File: config.mk
export PLATFORM = sky130hd
export DESIGN_NAME = clkcal_trim
export DESIGN_NICKNAME = d
export VERILOG_FILES = /design/src/rtl/clkcal_pkg.sv /design/src/rtl/clkcal_prescale.sv /design/src/rtl/clkcal_secdiv.sv /design/src/rtl/clkcal_schedule.sv /design/src/rtl/clkcal_ftgen.sv /design/src/rtl/clkcal_trim.sv
export SDC_FILE = /design/constraint.sdc
export NUM_CORES = 1
export LEC_CHECK = 0
export BUFFER_PORTS_ARGS = -buffer_cell sky130_fd_sc_hd__buf_2
export CAP_MARGIN = 15
export CORE_ASPECT_RATIO = 1.75
export CORE_UTILIZATION = 40
export CTS_CLUSTER_DIAMETER = 150
export DETAILED_ROUTE_END_ITERATION = 16
export RECOVER_POWER = 100
export SYNTH_ARGS = -nofsm -noshare
export SYNTH_HDL_FRONTEND = slang
export SYNTH_SLANG_ARGS = --single-unit
File: constraint.sdc
create_clock -name clk -period 4.1 [get_ports clk]
set_clock_uncertainty 0.15 [all_clocks]
set_input_delay 0.82 -clock clk [delete_from_list [all_inputs] [get_ports clk]]
set_output_delay 0.82 -clock clk [all_outputs]
set_load 0.02 [all_outputs]
File: src/rtl/clkcal_pkg.sv
package clkcal_pkg;

   // correction applied to the second now running
   typedef enum logic [1:0] {
      CORR_NONE = 2'd0,
      CORR_FAST = 2'd1,
      CORR_SLOW = 2'd2
   } corr_e;

   // select a correction mode from the sampled trim word
   function automatic corr_e pick_mode(input logic hit, input logic dir);
      if (!hit)     return CORR_NONE;
      else if (dir) return CORR_FAST;
      else          return CORR_SLOW;
   endfunction

endpackage

File: src/rtl/clkcal_prescale.sv
// Divide-by-2^PRE_W stage. On request it holds the first group boundary
// back by half a group.
module clkcal_prescale #(
   parameter int PRE_W = 8
) (
   input  logic clk,
   input  logic rst_n,
   input  logic tick,
   input  logic lengthen,
   output logic wrap_evt,
   output logic carry
);
   localparam int ST_W = PRE_W - 1;
   localparam logic [PRE_W-1:0] PRE_MAX = '1;
   localparam logic [ST_W-1:0]  ST_MAX  = '1;

   if (PRE_W < 2) begin : g_bad_pre
      $error("clkcal_prescale: PRE_W must be at least 2");
   end

   logic [PRE_W-1:0] pre_cnt;
   logic [ST_W-1:0]  stall_cnt;
   logic             in_stall;
   logic             stall_done;

   assign wrap_evt   = tick && !in_stall && (pre_cnt == PRE_MAX);
   assign stall_done = tick && in_stall && (stall_cnt == ST_MAX);
   assign carry      = (wrap_evt && !lengthen) || stall_done;

   always_ff @(posedge clk) begin
      if (!rst_n) begin
         pre_cnt   <= '0;
         stall_cnt <= '0;
         in_stall  <= 1'b0;
      end else if (tick) begin
         if (in_stall) begin
            if (stall_done) begin
               in_stall  <= 1'b0;
               stall_cnt <= '0;
               pre_cnt   <= '0;
            end else begin
               stall_cnt <= stall_cnt + 1'b1;
            end
         end else if (wrap_evt && lengthen) begin
            in_stall  <= 1'b1;
            stall_cnt <= '0;
         end else begin
            pre_cnt <= pre_cnt + 1'b1;
         end
      end
   end
endmodule

File: src/rtl/clkcal_secdiv.sv
// Counts prescaler carries into seconds. A skip request makes one carry count twice.
module clkcal_secdiv #(
   parameter int POST_DIV = 128
) (
   input  logic clk,
   input  logic rst_n,
   input  logic carry,
   input  logic skip,
   output logic sec_end
);
   localparam int PD_W = $clog2(POST_DIV + 1);

   if (POST_DIV < 4) begin : g_bad_div
      $error("clkcal_secdiv: POST_DIV must be at least 4");
   end

   logic [PD_W-1:0] post_cnt;
   logic [PD_W:0]   nxt;

   assign nxt     = {1'b0, post_cnt} + ((PD_W+1)'(skip ? 2 : 1));
   assign sec_end = carry && (nxt >= (PD_W+1)'(POST_DIV));

   always_ff @(posedge clk) begin
      if (!rst_n)
         post_cnt <= '0;
      else if (carry)
         post_cnt <= sec_end ? '0 : nxt[PD_W-1:0];
   end
endmodule

File: src/rtl/clkcal_schedule.sv
// Second, minute and 64-minute cycle position. Samples the trim word at each
// minute start and arms one correction for the first group of that minute.
module clkcal_schedule
   import clkcal_pkg::*;
#(
   parameter int SEC_PER_MIN = 60,
   parameter int CYC_MIN     = 64,
   parameter int MAG_W       = 5
) (
   input  logic             clk,
   input  logic             rst_n,
   input  logic             tick,
   input  logic             sec_end,
   input  logic             wrap_evt,
   input  logic             cal_sign,
   input  logic [MAG_W-1:0] cal_mag,
   output logic             min_end,
   output logic             fast_req,
   output logic             slow_req
);
   localparam int SEC_W = $clog2(SEC_PER_MIN);
   localparam int CYC_W = $clog2(CYC_MIN);

   if (SEC_PER_MIN < 2) begin : g_bad_sec
      $error("clkcal_schedule: SEC_PER_MIN must be at least 2");
   end
   if (CYC_MIN <= 2 * ((2 ** MAG_W) - 1)) begin : g_bad_cyc
      $error("clkcal_schedule: CYC_MIN too small for the largest magnitude");
   end

   logic [SEC_W-1:0] sec_cnt;
   logic [CYC_W-1:0] min_idx;
   logic             new_min;
   logic             hit;
   corr_e            mode_q;

   assign min_end  = sec_end && (sec_cnt == SEC_W'(SEC_PER_MIN - 1));
   assign hit      = (int'(min_idx) < 2 * int'(cal_mag));
   assign fast_req = (mode_q == CORR_FAST);
   assign slow_req = (mode_q == CORR_SLOW);

   always_ff @(posedge clk) begin
      if (!rst_n) begin
         sec_cnt <= '0;
         min_idx <= '0;
         new_min <= 1'b1;
         mode_q  <= CORR_NONE;
      end else begin
         if (tick && new_min) begin
            mode_q  <= pick_mode(hit, cal_sign);
            new_min <= 1'b0;
         end else if (wrap_evt) begin
            mode_q <= CORR_NONE;
         end
         if (sec_end) begin
            if (min_end) begin
               sec_cnt <= '0;
               new_min <= 1'b1;
               min_idx <= (min_idx == CYC_W'(CYC_MIN - 1)) ? '0 : min_idx + 1'b1;
            end else begin
               sec_cnt <= sec_cnt + 1'b1;
            end
         end
      end
   end
endmodule

File: src/rtl/clkcal_ftgen.sv
// Free-running test-wave divider driven by the raw tick.
module clkcal_ftgen #(
   parameter int FT_W = 6
) (
   input  logic clk,
   input  logic rst_n,
   input  logic tick,
   output logic ft_out
);
   if (FT_W < 1) begin : g_bad_ft
      $error("clkcal_ftgen: FT_W must be at least 1");
   end

   logic [FT_W-1:0] ft_cnt;

   always_ff @(posedge clk) begin
      if (!rst_n)    ft_cnt <= '0;
      else if (tick) ft_cnt <= ft_cnt + 1'b1;
   end

   assign ft_out = ft_cnt[FT_W-1];
endmodule

File: src/rtl/clkcal_trim.sv
module clkcal_trim #(
   parameter int PRE_W       = 8,
   parameter int POST_DIV    = 128,
   parameter int SEC_PER_MIN = 60,
   parameter int CYC_MIN     = 64,
   parameter int MAG_W       = 5,
   parameter int FT_W        = 6
) (
   input  logic             clk,
   input  logic             rst_n,
   input  logic             tick_en,
   input  logic             cal_sign,
   input  logic [MAG_W-1:0] cal_mag,
   output logic             sec_tick,
   output logic             min_tick,
   output logic             ft_out
);
   logic wrap_evt, carry, sec_end, min_end, fast_req, slow_req;

   clkcal_prescale #(.PRE_W(PRE_W)) u_pre (
      .clk(clk), .rst_n(rst_n), .tick(tick_en), .lengthen(slow_req),
      .wrap_evt(wrap_evt), .carry(carry)
   );

   clkcal_secdiv #(.POST_DIV(POST_DIV)) u_sec (
      .clk(clk), .rst_n(rst_n), .carry(carry), .skip(fast_req),
      .sec_end(sec_end)
   );

   clkcal_schedule #(.SEC_PER_MIN(SEC_PER_MIN), .CYC_MIN(CYC_MIN), .MAG_W(MAG_W)) u_sch (
      .clk(clk), .rst_n(rst_n), .tick(tick_en), .sec_end(sec_end),
      .wrap_evt(wrap_evt), .cal_sign(cal_sign), .cal_mag(cal_mag),
      .min_end(min_end), .fast_req(fast_req), .slow_req(slow_req)
   );

   clkcal_ftgen #(.FT_W(FT_W)) u_ft (
      .clk(clk), .rst_n(rst_n), .tick(tick_en), .ft_out(ft_out)
   );

   always_ff @(posedge clk) begin
      if (!rst_n) begin
         sec_tick <= 1'b0;
         min_tick <= 1'b0;
      end else begin
         sec_tick <= sec_end;
         min_tick <= min_end;
      end
   end
endmodule

==> results of run 1 <==
## worst min path at each step
stage,depth (start not counted),slack [ps],startpoint,endpoint
finish,1,310,u_sch.new_min,u_sch.new_min
global route,1,330,u_sch.new_min,u_sch.new_min
CTS,2,310,u_sec.post_cnt[0],u_sec.post_cnt[0]
detailed placement,1,290,u_sch.new_min,u_sch.new_min
global placement,1,290,u_sch.new_min,u_sch.new_min
floorplan,1,280,u_sch.new_min,u_sch.new_min
## layout make-up
| type | instances | share of cell area |
|---|---|---|
| timing repair buffer | 11 | 0.01862 |
| clock buffer | 5 | 0.02625 |
| sequential | 47 | 0.3590 |
| multi-input combinational | 214 | 0.5208 |
| inverter | 15 | 0.02148 |
| clock inverter | 3 | 0.01671 |
| tap | 78 | 0.03723 |
## sequential cells by signal (all words and copies together), names as in the netlist
name,flops
u_sch.mode_q,2
u_pre.stall_cnt,7
sec_tick,1
u_ft.ft_cnt,6
u_pre.pre_cnt,8
u_pre.in_stall,1
min_tick,1
u_sch.new_min,1
u_sch.min_idx,6
u_sch.sec_cnt,6
u_sec.post_cnt,8
## critical path: cells and delay by family (launching register included)
family | cells | cell delay (ps)
adder cells (fa/ha/maj) | 2 | 520
buffers and inverters | 1 | 80
AND/OR/NAND/NOR | 3 | 770
flip-flops | 1 | 330
AO/OA/AOI/OAI | 3 | 1050
## per-stage QoR
stage	utilization	cell area, um^2	std cells
finish	0.4458	2621	373
global route	0.4458	2621	373
CTS	0.4497	2644	373
detailed placement	0.4305	2531	365
global placement	0.4305	2531	365
floorplan	-	2422	284
## Yosys cell counts (7+ instances only)
library cell,number
dfxtp_1,47
nand2_1,32
nor2_1,26
a21oi_1,23
inv_1,15
nand3_1,15
nand4_1,12
ha_1,11
xor2_1,9
o21ai_0,7
or4_1,7
xnor2_1,7
## layer usage
metal / routed length, um / part of all wire / vias to the layer above / global-route usage
met2: 2828 / 0.56 / 34 / 0.3273
met1: 1958 / 0.39 / 994 / 0.1862
met3: 165 / 0.033 / 8 / 0.03465
met4: 124 / 0.024 / 0 / 0.08117
li1: - / - / 1050 / -
met5: 0 / 0 / - / 0
## power breakdown
part | switching [mW] | internal, mW | leakage [nW]
clock network | 0.164 | 0.182 | 0.0581
logic | 0.0234 | 0.0137 | 0.505
registers | 0.00530 | 0.462 | 0.380
## layout by cell type (no fill, tap or decap), types with 8 or more instances in the layout
cell,instances
xor2_1,9
inv_1,15
dfxtp_1,47
a21oi_1,23
o21ai_0,8
nand2_1,32
nand4_1,12
ha_1,11
nor2_1,26
or4_1,8
nand3_1,15
## cells by family (layout without fill, tap and decap cells)
group                      after synthesis  after routing  synth area share
DFF                                     47             47            0.3884
muxes                                    2              2          0.008265
adders and majority gates               12             12           0.06508
AOI/OAI and AO/OA                       61             61            0.1751
buffers and inverters                   23             34           0.04132
and+or+nand+nor                        123            123            0.2640
xor gates and xnor gates                16             16           0.05785
==> run summary, run 1 <==
CP required = 4170 ps
Largest net degree at the start of global routing = 31
Setup crit start kind = flop
Vias in the first global route = 1933
Worst setup path start = u_sch.mode_q[1]
Worst-path maximum fanout = 13
Final period utilization = 0.7265
GP Congestion = 0.8296
Worst hold slack = 310.2 ps
Crit end category = flop
Core Box Area = 5879 um^2
Vias per inst = 5.592
Least-Margin Pin Slew = 1046 ps
Post-DR wirelength/cell = 13.61 um
Die Ht = 104.9 um
Status = complete, no violations
GRT Total Usage = 0.1796
Slowest CP cell = or4_1
Gr ovfl total = 0
FP Rows = 37
Die area = 6383 um^2
Sequential area share after synthesis = 0.3884
Worst r2r src = u_sch.mode_q[1]
Setup Buffers After CTS = 0
TritonCTS clock tree = built
Tmin final = 2979 ps
Share of cells above drive strength 1 = 0.06780
Worst-skew pair later-pin latency = 310 ps
Post-synthesis register bit count = 47
Cells on worst reg2reg path = 9
Synth Cell Area = 2422 um^2
Worst Setup EP = u_sch.new_min
R2r setup slk = 1120 ps
Synth area leaders = dfxtp_1 (39%), ha_1 (5.7%), nand2_1 (5.0%), a21oi_1 (4.8%), nor2_1 (4.0%)
Cell taking the most area after synthesis = dfxtp_1
Total routed wirelength = 5076 um
CTS Hold Bufs = 0
Netlist cell types = 50
Post-Syn Nets = 305
Area delta synth->final = 8.213%
Synth Instances = 284
CTS Root Cell = clkbuf_8
Avg Inst Size Synth = 8.529 um^2
Setup TNS = 0 ps
RSZ-0062 raised after global routing = false
Worst endpoint data arrival time = 3050 ps
CTS Sinks = 47
Max-cap check violation count = 0
Number of synthesized flops with an enable pin = 0
Slew Viols, Final = 0
DR iter-0 viols = 67
DRT Pass-1 Iters = 5
Cts repair resizes = 0
Final setup violation count = 0
Via count = 2086
# IOs = 12
Final Worst Setup Slack = 1121 ps
Synth Flop Type = dfxtp_1
Chip width = 60.83 um
Initial antenna violation count = 0
DRC violations left = 0
Seq. cell area = 940.9 um^2
# fillers = 601
Initial core utilization = 0.4120
Yosys top cell area share = 0.3884
Type of the most critical hold path = reg2reg
Clock Tree Buf Depth = 2
H-tree Lvls = 2
Worst vdd ir = 0.0001808 V
FFs w/ async S/R, synth = 0
Crit path cell chain = nand2b_1 > ha_1 > inv_1 > fa_1 > nand2_1 > or4_1 > o211ai_1 > o21ai_0 > a21o_1
Ant. Diodes = 0
F_max = 335.7 MHz
FF-to-FF End = u_sch.new_min
CP max stage delay = 480 ps
Area of the multi-input gates = 1365 um^2
First-pass GRT wire length = 8652 um
Worst Path Class, Setup = reg2reg
Leak = 0.9434 nW
Overall Power = 850.6 uW
Detail Route Antenna Nets = 0
I/O Buffers = 11
Setup slack at placement = 1281 ps
Slew headroom = 0.2935
Nets = 315
TritonCTS buffer count = 5
Clk slew on worst S/H paths = 90 ps
Final Hold Violating Endpoints = 0
Synth Warn # = 0
Pwr/cell area = 324.5 nW/um^2
DP HPWL = 3800 um
(Power assumes the default switching activity.)
==> run 2, diff against run 1 <==
Clock period 4.1 ns to 2.6 ns, I/O delays scaled along.
==> run 2 against run 1 <==
  * Sequential share of layout area shrank 0.97 points
  * Routed wire length up 0.24%
  * Fmax up 23%
  * Critical path type unchanged
  * Critical endpoint is now u_sch.min_idx[2]
  * Highest routed layer unchanged
==> run summary, run 2 (synthesized netlist as in run 1, its figures left out) <==
Largest net degree at the start of global routing = 15
FP Rows = 37
Vias in the first global route = 1969
DRC violations left = 0
GRT Total Usage = 0.1774
Leak = 0.9494 nW
Max-cap check violation count = 0
RSZ-0062 raised after global routing = false
Initial antenna violation count = 0
Detail Route Antenna Nets = 0
Final Hold Violating Endpoints = 0
Type of the most critical hold path = reg2reg
Overall Power = 1.286 mW
Gr ovfl total = 0
Worst Hold End = u_sec.post_cnt[0]
Pwr/cell area = 477.5 nW/um^2
Nets = 322
Status = complete, no violations
Setup TNS = 0 ps
Core Box Area = 5879 um^2
Hold Startpoint = u_sec.post_cnt[0]
Combinational power share = 0.048
Die Ht = 104.9 um
Crit end category = flop
Ant. Diodes = 0
DRT Pass-1 Iters = 4
Most common cell after layout, fill and taps aside = dfxtp_1
GP Congestion = 0.7769
Worst endpoint data arrival time = 2510 ps
R2r setup slk = 180 ps
Clk network pwr share = 0.377
Slew Viols, Final = 0
Slew headroom = 0.6711
Clock Tree Buf Depth = 2
Worst-skew pair later-pin latency = 300 ps
Die area = 6383 um^2
CP required = 2690 ps
F_max = 413.5 MHz
Total routed wirelength = 5088 um
Sw Pwr = 290.4 uW
TritonCTS clock tree = built
Finished Layout Cells = 380
Least-Margin Pin Slew = 491.6 ps
Worst Path Class, Setup = reg2reg
Most frequent cells in the layout = dfxtp_1 (47), nand2_1 (32), nor2_1 (26), a21oi_1 (22)
Top flop regs = u_pre.pre_cnt: 8 flops, u_sec.post_cnt: 8 flops, u_pre.stall_cnt: 7 flops
Post-DR wirelength/cell = 13.39 um
H-tree Lvls = 2
Cells on worst reg2reg path = 9
TritonCTS buffer count = 5
Worst r2r src = u_sch.mode_q[1]
Worst-path maximum fanout = 13
Internal Power = 995.8 uW
Flop pwr share = 0.575
Final setup violation count = 0
DP HPWL = 4023 um
Final period utilization = 0.9301
Tmin final = 2418 ps
# IOs = 12
Initial core utilization = 0.4120
Placed cells = 372
Via count = 2075
Worst vdd ir = 0.0003022 V
CTS Root Cell = clkbuf_8
Clk slew on worst S/H paths = 90 ps
FF-to-FF End = u_sch.min_idx[2]
Switch share = 0.2258
I/O Buffers = 11
DR iter-0 viols = 89
Hold path cells = 2
Vias per inst = 5.461
Area delta synth->final = 11.21%
CTS Sinks = 47
Share of cells above drive strength 1 = 0.09934
First-pass GRT wire length = 8673 um
Chip width = 60.83 um
Setup crit start kind = flop
run 2: cell count changes in the layout (fill, tap and decap cells not counted), sizes merged:
cell      change
clkbuf        +3
clkinv        -2
buf           +6
bufinv        -1
clkinvlp      +1
run 2: power by group through the flow:
stage | clock network, mW | registers (mW) | logic, mW
3_3_place_gp | 0 | 0.755 | 0.0620
4_1_cts | 0.502 | 0.739 | 0.0638
3_5_place_dp | 0 | 0.756 | 0.0634
5_1_grt | 0.531 | 0.741 | 0.0703
2_1_floorplan | 0 | 0.753 | 0.0433
6_report | 0.485 | 0.739 | 0.0623
run 2: how the worst max path moves through the flow:
stage	endpoint	slack (ps)	start	cells after the start
floorplan	u_sch.sec_cnt[4]	280	u_sch.mode_q[1]	10
global placement	u_sch.min_idx[2]	90	u_sch.mode_q[1]	8
detailed placement	u_sch.min_idx[2]	30	u_sch.mode_q[1]	8
CTS	u_sch.min_idx[2]	20	u_sch.mode_q[1]	8
global route	u_sch.sec_cnt[2]	10	u_sch.mode_q[1]	9
finish	u_sch.min_idx[2]	180	u_sch.mode_q[1]	9
run 2: cell type report:
cell class | count | area [um^2]
multi-input cells | 214 | 1400
fillers | 614 | 3186
repair buffers | 18 | 95.09
flip-flops and latches | 47 | 940.9
clock inverters | 1 | 7.507
well taps | 78 | 97.59
inverters | 15 | 56.30
clock buffers | 7 | 96.34
run 2: metrics by stage:
step           area [um^2]  hold slack, ps  utilization  setup WS [ps]
6_report              2694           318.1       0.4582          181.7
5_1_grt               2694           360.5       0.4582          9.737
4_1_cts               2688           319.0       0.4571          19.03
3_5_place_dp          2584           305.1       0.4395          30.66
3_3_place_gp          2584           294.7       0.4395          88.07
2_1_floorplan         2422           280.7            -          283.2
run 2: what timing repair did:
item	CTS	global route
endpoints found under the hold margin	0	0
resized for setup	0	6
setup buffers	0	0
endpoints found under the setup margin	0	12
hold buffers	0	0
run 2: worst max-delay path: stages, from the launching register on:
cell and delay (ps):
dfxtp_1 340, nand2b_2 160, ha_1 210, inv_1 70, fa_1 410, nand2_1 80, or4_4 140, o211ai_4 150
or4_1 500, a21oi_1 140
run 2: metal layers:
layer	vias up	track usage	wire [um]
met4	0	0.06981	130
met1	983	0.1807	2016
met5	-	0	0
met3	10	0.02970	90
met2	17	0.3344	2850
li1	1065	-	-
